`config.mk`:
```
export PLATFORM = sky130hd
export DESIGN_NAME = ptmr_top
export DESIGN_NICKNAME = d
export VERILOG_FILES = /design/src/rtl/ptmr_pkg.sv /design/src/rtl/ptmr_decode.sv /design/src/rtl/ptmr_channel.sv /design/src/rtl/ptmr_top.sv
export SDC_FILE = /design/constraint.sdc
export NUM_CORES = 1
export LEC_CHECK = 0
export BUFFER_PORTS_ARGS = -buffer_cell sky130_fd_sc_hd__buf_2
export CORE_MARGIN = 1.5
export CORE_UTILIZATION = 60
export DETAILED_ROUTE_END_ITERATION = 6
export GPL_TIMING_DRIVEN = 0
export PLACE_DENSITY = 0.78
export SLEW_MARGIN = 20
export SYNTH_ARGS = -nofsm -noshare
export SYNTH_HDL_FRONTEND = slang
export SYNTH_HIERARCHICAL = 1
export SYNTH_SLANG_ARGS = --single-unit
```
`constraint.sdc`:
```
create_clock -name clk_i -period 6.85 [get_ports clk_i]
set_input_delay 0.685 -clock clk_i [delete_from_list [all_inputs] [get_ports clk_i]]
set_output_delay 0.685 -clock clk_i [all_outputs]
set_load 0.01 [all_outputs]
```
`src/rtl/ptmr_pkg.sv`:
```
package ptmr_pkg;
   // register slot inside one channel window, selected by address bits [3:2]
   typedef enum logic [1:0] {
      SLOT_RELOAD = 2'd0,
      SLOT_COUNT  = 2'd1,
      SLOT_CFG    = 2'd2,
      SLOT_STATUS = 2'd3
   } ch_slot_e;

   localparam int CFG_W     = 3;
   localparam int CFG_RUN   = 0;
   localparam int CFG_IE    = 1;
   localparam int CFG_LINK  = 2;
   localparam int GLB_FRZ   = 1;
   localparam int ST_FLAG   = 0;
endpackage

```
`src/rtl/ptmr_decode.sv`:
```
module ptmr_decode #(
   parameter int ADDR_W    = 12,
   parameter int NUM_CH    = 4,
   parameter int GLB_ADDR  = 'h000,
   parameter int CH_BASE   = 'h100,
   parameter int CH_STRIDE = 'h10
) (
   input  logic [ADDR_W-1:0]   addr_i,
   output logic                glb_hit_o,
   output logic [NUM_CH-1:0]   ch_hit_o,
   output ptmr_pkg::ch_slot_e  slot_o
);
   localparam int STRIDE_LG = $clog2(CH_STRIDE);

   generate
      if (CH_STRIDE < 16 || (1 << STRIDE_LG) != CH_STRIDE)
         $error("CH_STRIDE must be a power of two of at least 16");
      if (CH_BASE % CH_STRIDE != 0)
         $error("CH_BASE must be aligned to CH_STRIDE");
      if (CH_BASE + CH_STRIDE * NUM_CH > (1 << ADDR_W))
         $error("channel windows exceed the address space");
   endgenerate

   assign glb_hit_o = (addr_i == ADDR_W'(GLB_ADDR));
   assign slot_o    = ptmr_pkg::ch_slot_e'(addr_i[3:2]);

   for (genvar n = 0; n < NUM_CH; n++) begin : g_hit
      localparam logic [ADDR_W-1:0] LO = ADDR_W'(CH_BASE + CH_STRIDE * n);
      logic [ADDR_W-1:0] off;
      assign off         = addr_i - LO;
      assign ch_hit_o[n] = (addr_i >= LO) && (off < ADDR_W'(16)) && (off[1:0] == 2'b00);
   end
endmodule

```
`src/rtl/ptmr_channel.sv`:
```
module ptmr_channel #(
   parameter int CNT_W = 32
) (
   input  logic                        clk_i,
   input  logic                        rst_ni,
   input  logic                        frz_i,
   input  logic                        tick_i,
   input  logic                        wr_reload_i,
   input  logic                        wr_cfg_i,
   input  logic                        clr_flag_i,
   input  logic [CNT_W-1:0]            wdata_i,
   output logic [CNT_W-1:0]            reload_o,
   output logic [CNT_W-1:0]            count_o,
   output logic [ptmr_pkg::CFG_W-1:0]  cfg_o,
   output logic                        flag_o,
   output logic                        expire_o,
   output logic                        irq_o
);
   import ptmr_pkg::*;

   logic run, run_q, start, step;

   assign run      = cfg_o[CFG_RUN];
   assign start    = run & ~run_q;
   assign step     = run & run_q & ~frz_i & tick_i;
   assign expire_o = step & (count_o == '0);
   assign irq_o    = flag_o & cfg_o[CFG_IE];

   always_ff @(posedge clk_i or negedge rst_ni) begin
      if (!rst_ni) begin
         run_q    <= 1'b0;
         reload_o <= '0;
         count_o  <= '0;
         cfg_o    <= '0;
         flag_o   <= 1'b0;
      end else begin
         run_q <= run;
         if (wr_reload_i) reload_o <= wdata_i;
         if (wr_cfg_i)    cfg_o    <= wdata_i[CFG_W-1:0];
         if (start)
            count_o <= reload_o;
         else if (step)
            count_o <= expire_o ? reload_o : count_o - 1'b1;
         if (expire_o)
            flag_o <= 1'b1;
         else if (clr_flag_i)
            flag_o <= 1'b0;
      end
   end


   wrap_reload_chk: assert property (@(posedge clk_i) disable iff (!rst_ni)
      expire_o |=> (count_o == $past(reload_o)) && flag_o);

   flag_clear_chk: assert property (@(posedge clk_i) disable iff (!rst_ni)
      (clr_flag_i && !expire_o) |=> !flag_o);

   stopped_hold_chk: assert property (@(posedge clk_i) disable iff (!rst_ni)
      !run |=> $stable(count_o));

   frozen_hold_chk: assert property (@(posedge clk_i) disable iff (!rst_ni)
      (frz_i && !start) |=> $stable(count_o));

   no_tick_hold_chk: assert property (@(posedge clk_i) disable iff (!rst_ni)
      (run && run_q && !tick_i) |=> $stable(count_o));
endmodule

```
`src/rtl/ptmr_top.sv`:
```
module ptmr_top #(
   parameter int ADDR_W    = 12,
   parameter int CNT_W     = 32,
   parameter int NUM_CH    = 4,
   parameter int CH_BASE   = 'h100,
   parameter int CH_STRIDE = 'h10
) (
   input  logic              clk_i,
   input  logic              rst_ni,
   input  logic [ADDR_W-1:0] addr_i,
   input  logic              wr_i,
   input  logic [CNT_W-1:0]  wdata_i,
   output logic [CNT_W-1:0]  rdata_o,
   output logic [NUM_CH-1:0] irq_o
);
   import ptmr_pkg::*;

   generate
      if (NUM_CH < 1 || NUM_CH > 64) $error("NUM_CH out of range");
      if (CNT_W < 8)                 $error("CNT_W must be at least 8");
   endgenerate

   logic                 glb_hit, frz;
   logic [NUM_CH-1:0]    ch_hit, expire, flag;
   ch_slot_e             slot;
   logic [CNT_W-1:0]     reload [NUM_CH];
   logic [CNT_W-1:0]     count  [NUM_CH];
   logic [CFG_W-1:0]     cfg    [NUM_CH];

   ptmr_decode #(
      .ADDR_W(ADDR_W), .NUM_CH(NUM_CH), .GLB_ADDR('h000),
      .CH_BASE(CH_BASE), .CH_STRIDE(CH_STRIDE)
   ) u_dec (
      .addr_i(addr_i), .glb_hit_o(glb_hit), .ch_hit_o(ch_hit), .slot_o(slot)
   );

   always_ff @(posedge clk_i or negedge rst_ni) begin
      if (!rst_ni)              frz <= 1'b0;
      else if (wr_i && glb_hit) frz <= wdata_i[GLB_FRZ];
   end

   for (genvar n = 0; n < NUM_CH; n++) begin : g_ch
      logic tick;
      if (n == 0) begin : g_head
         assign tick = 1'b1;
      end else begin : g_link
         assign tick = cfg[n][CFG_LINK] ? expire[n-1] : 1'b1;
      end

      ptmr_channel #(.CNT_W(CNT_W)) u_ch (
         .clk_i       (clk_i),
         .rst_ni      (rst_ni),
         .frz_i       (frz),
         .tick_i      (tick),
         .wr_reload_i (wr_i && ch_hit[n] && slot == SLOT_RELOAD),
         .wr_cfg_i    (wr_i && ch_hit[n] && slot == SLOT_CFG),
         .clr_flag_i  (wr_i && ch_hit[n] && slot == SLOT_STATUS && wdata_i[ST_FLAG]),
         .wdata_i     (wdata_i),
         .reload_o    (reload[n]),
         .count_o     (count[n]),
         .cfg_o       (cfg[n]),
         .flag_o      (flag[n]),
         .expire_o    (expire[n]),
         .irq_o       (irq_o[n])
      );
   end

   always_comb begin
      rdata_o = '0;
      if (glb_hit) rdata_o[GLB_FRZ] = frz;
      for (int n = 0; n < NUM_CH; n++) begin
         if (ch_hit[n]) begin
            unique case (slot)
               SLOT_RELOAD: rdata_o = reload[n];
               SLOT_COUNT:  rdata_o = count[n];
               SLOT_CFG:    rdata_o = CNT_W'(cfg[n]);
               SLOT_STATUS: rdata_o = CNT_W'(flag[n]);
            endcase
         end
      end
   end


   irq_needs_flag_chk: assert property (@(posedge clk_i) disable iff (!rst_ni)
      (irq_o & ~flag) == '0);

   frozen_no_expire_chk: assert property (@(posedge clk_i) disable iff (!rst_ni)
      frz |-> (expire == '0));
endmodule

```
# [Yosys cells after proc, flatten, opt, wreduce, memory -nomap -nowiden]
# Index checks and enable logic that the tools add are counted.
[word_totals] output_inout_bits=36 elab_cells=147 ff_bits=277
[op_classes] bitwise=28 n_eq_ne=3 n_addsub=8 n_mux=32 n_reduce_logical=47 order_cmp=8
[ops] op="32-bit two-way mux" n=16
[ops] op="32-bit case mux with 4 select lines" n=4
[ops] op="32-bit zero test" n=4
[ops] op="32-bit by 1-bit subtractor with 32-bit output, second input constant" n=4
[ops] op="12-bit by 9-bit greater-or-equal comparator with 1-bit output, second input constant" n=4
[ops] op="12-bit by 5-bit < comparator with 1-bit output, second input constant" n=4
[ops] op="12-bit by 9-bit subtractor with 12-bit output, second input constant" n=4
[ops] op="1-bit logical AND" n=29
[ops] op="1-bit AND" n=23
[ops] op="2-bit nonzero test" n=8
[ops] op="12-bit zero test" n=1
[ops] op="1-bit two-way mux" n=12
[ops] op="2-bit zero test" n=5
[ops] op="1-bit NOT" n=5
[ops] op="2-bit == test, second input constant" n=2
[ops] op="2-bit by 1-bit == test with 1-bit output, second input constant" n=1

# [Depth between registers and ports, before layout]
[depth] word_depth=15 mapped_depth=22 ltp_nobuf=19

# [Cells and area by module]
# Netlist, hierarchy kept.
[by_module_without_submodules] module="ptmr_channel" area_each_um2=3460.8 instances=4 cells_per_inst=333
[by_module_without_submodules] module="ptmr_top" area_each_um2=2732.6 instances=1 cells_per_inst=353
[by_module_without_submodules] module="ptmr_decode" area_each_um2=211.5 instances=1 cells_per_inst=32

# [Worst setup path before layout]
# OpenSTA, ideal clock, no wires.
[synth_timing] path_kind="reg-to-reg" start="register g_ch[0].u_ch.count_o[10]" end="register g_ch[3].u_ch.count_o[4]" t_required_ns=6.713 period_less_slack_ns=4.585 path_slack_ns=2.265 n_path_buf=4 arrival_time_ns=4.448 path_stages_with_launch=22 path_cell_list="dfrtp_1 nor4_1 and4_1 clkbuf_1 nand3_1 nor4_1 nand2b_1 nand4b_1 nor4_1 nand2b_1 nand4b_1 nor4_1 nand2b_1 and4b_1 nand4_1 or4_1 buf_2 and2_4 buf_6 clkbuf_1 o21ai_0 a21oi_1"
[synth_between] elab_chain_cells=14 word_cells_on_any_way=15
[synth_rtl] item="start, declared" line_no="ptmr_channel.sv:13" source="output logic [CNT_W-1:0] count_o,"
[synth_rtl] item="start signal, assigned" line_no="ptmr_channel.sv:41" source="count_o <= reload_o;"
[synth_rtl] item="start signal, assigned" line_no="ptmr_channel.sv:43" source="count_o <= expire_o ? reload_o : count_o - 1'b1;"
[synth_rtl] item="32-bit zero test *" line_no="ptmr_channel.sv:26" source="assign expire_o = step & (count_o == '0);"
[synth_rtl] item="1-bit AND *" line_no="ptmr_channel.sv:26"
[synth_rtl] item="via expire[0]" line_no="ptmr_top.sv:24" source="logic [NUM_CH-1:0] ch_hit, expire, flag;"
[synth_rtl] item="1-bit two-way mux *" line_no="ptmr_top.sv:47" source="assign tick = cfg[n][CFG_LINK] ? expire[n-1] : 1'b1;"
[synth_rtl] item="via g_ch[1].tick" line_no="ptmr_top.sv:43" source="logic tick;"
[synth_rtl] item="1-bit AND *" line_no="ptmr_channel.sv:25" source="assign step = run & run_q & ~frz_i & tick_i;"
[synth_rtl] item="1-bit AND *" line_no="ptmr_channel.sv:26"
[synth_rtl] item="via expire[1]" line_no="ptmr_top.sv:24"
[synth_rtl] item="[1 not listed]"
[synth_rtl] item="via g_ch[2].tick" line_no="ptmr_top.sv:43"
[synth_rtl] item="[2 not listed]"
[synth_rtl] item="via expire[2]" line_no="ptmr_top.sv:24"
[synth_rtl] item="1-bit two-way mux *" line_no="ptmr_top.sv:47"
[synth_rtl] item="via g_ch[3].tick" line_no="ptmr_top.sv:43"
[synth_rtl] item="1-bit AND *" line_no="ptmr_channel.sv:25"
[synth_rtl] item="1-bit AND" line_no="ptmr_channel.sv:26"
[synth_rtl] item="32-bit two-way mux" line_no="ptmr_channel.sv:43"
[synth_rtl] item="32-bit two-way mux" line_no="ptmr_channel.sv:42" source="else if (step)"
[synth_rtl] item="32-bit two-way mux" line_no="ptmr_channel.sv:40" source="if (start)"
[synth_rtl] item="end signal, assigned" line_no="ptmr_channel.sv:41"
[synth_rtl] item="end signal, assigned" line_no="ptmr_channel.sv:43"
[synth_rtl] item="end, declared" line_no="ptmr_channel.sv:13"
# The timed path passes the listed nets; every way through them passes the cells marked *. The select of a mux whose other input is x is not followed.
# A chain may end at the register's enable or synchronous reset.

# [Worst setup path in the final report]
[layout_timing] start="register g_ch[0].u_ch.count_o[11]" end="register g_ch[3].u_ch.count_o[1]"
# The elaborated chain is that of the path after synthesis.

==> qor.csv <==
stage,metric,value,unit
run_status,outcome,completed,
pwr,max-vdd-ir-drop,0.186,mV
worst_setup_path,crit_chain,nor4_2 > and4_1 > clkbuf_1 > nand3_1 > nor4_2 > nand2b_1 > nand4b_1 > nor4_2 > nand2b_1 > nand4b_1 > nor4_1 > nand2b_1 > and4b_1 > nand4_1 > or4_1 > buf_2 > nand2_2 > buf_2 > nor3_1 > a221o_1,
clock_tree,cts_tree,built,
sta,rsz0062_at_grt,false,
synth,syn_area,16800,um^2
floorplanning,die_h,170,um
drt,drtPass1Iterations,6,
synth,ys.warnings.count,6,
worst_setup_path,rr_endpoint,g_ch[3].u_ch/count_o[1],
global_routing,antenna_found_initial,6,
min_path,holdCritPathClass,in2async,
final_layout,nets,1890,
drt,ant_nets,0,
clock_tree,cts_hold_buffers,0,
worst_setup_path,cpLargestDelayFamily,simple AND/OR/NAND/NOR gates,
final_layout,area_delta_synth_final,12.3,%
pwr,powerDensity,197,nW/um^2
final_layout,fill_cells,2250,
placed_design,post-place-ws,28.7,ps
clock_tree,cts-buffers-inserted,31,
floorplanning,io_pins,83,
synth,synth_cells,1716,
drt,vias,16128,
clock_tree,clockBufferDepth,3,
placed_design,place_area,17800,um^2
drt,drcViolationCount,0,
global_routing,grt_pass1_wl,96600,um
clock_tree,ctsHtreeMaxLevel,1,
worst_setup_path,cp_max_fo,10,
pwr,p_leak,8.30,nW
final_layout,finalInstanceArea,18800,um^2
sta,fin_ws,256,ps
synth,syn_area_per_cell,9.78,um^2
worst_setup_path,rrSetupSlack,260,ps
floorplanning,die-width,170,um
placed_design,port_buffers,81,
clock_tree,cts_setup_buffers,0,
sta,max_freq,0.152,GHz
worst_setup_path,startpoint,g_ch[0].u_ch/count_o[11],
worst_setup_path,timing.rr.start,g_ch[0].u_ch/count_o[11],
sta,fin_crit,6590,ps
drt,via_per_inst,7.20,
global_routing,track_usage,45.8,%
worst_setup_path,cp-start-kind,flop,
pwr,total_power,3.71,mW
worst_setup_path,cp.depth,20,
floorplanning,initial_core_util,60.7,%
clock_tree,cts_root_buffer,clkbuf_16,
final_layout,drive_gt1_share,21.3,%
worst_setup_path,r2r.worst_path.cells,20,
placed_design,hpwl,48300,um
worst_setup_path,worstPathRequired,7320,ps
sta,setup_violations,0,
flow_run,cap_violations,0,
worst_setup_path,cp-end-kind,flop,
floorplanning,die_area,29000,um^2
sta,drv_slew,0,
sta,hold_violations,0,
drt,drt_iter0_drc,2302,
clock_tree,path_clk_slew,60,ps
global_routing,grt_overflow,0,
sta,min_period_over_period,96.3,%
global_routing,grt_pass1_vias,14830,
floorplanning,core,27600,um^2
worst_setup_path,endpoint,g_ch[3].u_ch/count_o[1],
sta,maxSlewHeadroom,25.9,%
drt,wirelength,65900,um
worst_setup_path,crit_buf_inv,3,
final_layout,fin_util,68.2,%
floorplanning,num_rows,61,
clock_tree,clkLatencyLatePin,590,ps
worst_setup_path,critPathMaxStageDelay,540,ps
worst_setup_path,criticalPathCategory,reg2reg,
sta,finalClockSkew,27.7,ps
placed_design,gp_routability_congestion,1.08,
sta,worst_slew_pin_slew,1100,ps
worst_setup_path,critPathSlowestCell,nor4_2,
global_routing,grt_max_degree,83,
drt,wl_per_cell,29.4,um
worst_setup_path,worst-endpoint-arrival,7070,ps
clock_tree,clock_sinks,277,
[cell usage in the layout, fill, tap and decap left out, drive strengths merged, types with 13 or more instances in the layout]
| cell | n |
|---|---|
| or4 | 36 |
| dfrtp | 277 |
| a21oi | 118 |
| and2 | 16 |
| mux2i | 79 |
| clkbuf | 96 |
| o22ai | 28 |
| nor2 | 72 |
| o22a | 24 |
| nor3 | 42 |
| nor4 | 50 |
| mux4 | 15 |
| inv | 50 |
| nand3 | 59 |
| nand2b | 13 |
| o21ai | 93 |
| a2bb2oi | 20 |
| mux2 | 175 |
| a31oi | 23 |
| a22oi | 33 |
| o21a | 25 |
| buf | 156 |
| nand2 | 147 |
| nand4 | 37 |
[power by group]
part | leakage (nW) | internal, mW | switching [mW]
logic | 4.15 | 0.0876 | 0.167
registers | 3.63 | 1.66 | 0.0407
clock network | 0.516 | 1.03 | 0.721
total | 8.30 | 2.78 | 0.928
[registers in the layout, indices dropped and copies added, names as in the netlist]
register,cells
frz,1
g_ch.u_ch/cfg_o,12
g_ch.u_ch/count_o,128
g_ch.u_ch/flag_o,4
g_ch.u_ch/reload_o,128
g_ch.u_ch/run_q,4
[worst min-delay path by stage]
stage,start,to,cells past startpoint
floorplan,rst_ni,frz,0
global placement,g_ch[3].u_ch/reload_o[13],g_ch[3].u_ch/count_o[13],2
detailed placement,g_ch[3].u_ch/reload_o[13],g_ch[3].u_ch/count_o[13],2
CTS,rst_ni,g_ch[3].u_ch/run_q,1
global route,rst_ni,g_ch[3].u_ch/run_q,1
finish,rst_ni,g_ch[3].u_ch/count_o[19],1
[final cells by class]
class,count,area (um^2),share of cell area [%]
multi-input cells,1265,9020,47.8
plain buffers,127,678,3.60
clock buffers,40,860,4.56
diodes,1,2.50,0.0133
repair buffers,85,503,2.67
flip-flops and latches,277,6930,36.8
inverters,49,184,0.976
well taps,378,473,2.51
clock inverters,17,199,1.06
[what timing repair did]
action	CTS	global route
cloned	0	0
pin swaps	0	0
resized for setup	1	2
endpoints found under the setup margin	5	19
[stage by stage]
step	hold slack [ps]	cells	setup TNS, ps
2_1_floorplan	389	1718	0
3_3_place_gp	485	2177	-25250
3_5_place_dp	496	2181	0
4_1_cts	36.3	2238	0
5_1_grt	53.1	2238	0
6_report	19.2	2239	0
[metal layers]
metal	track usage, %	vias up	share of wire [%]
li1	-	6757	-
met5	0	-	0.033
met2	65.1	1227	41
met3	13.3	172	13
met1	63.9	7968	39
met4	22.3	4	6.0
Power figures use the tool's default switching activity.
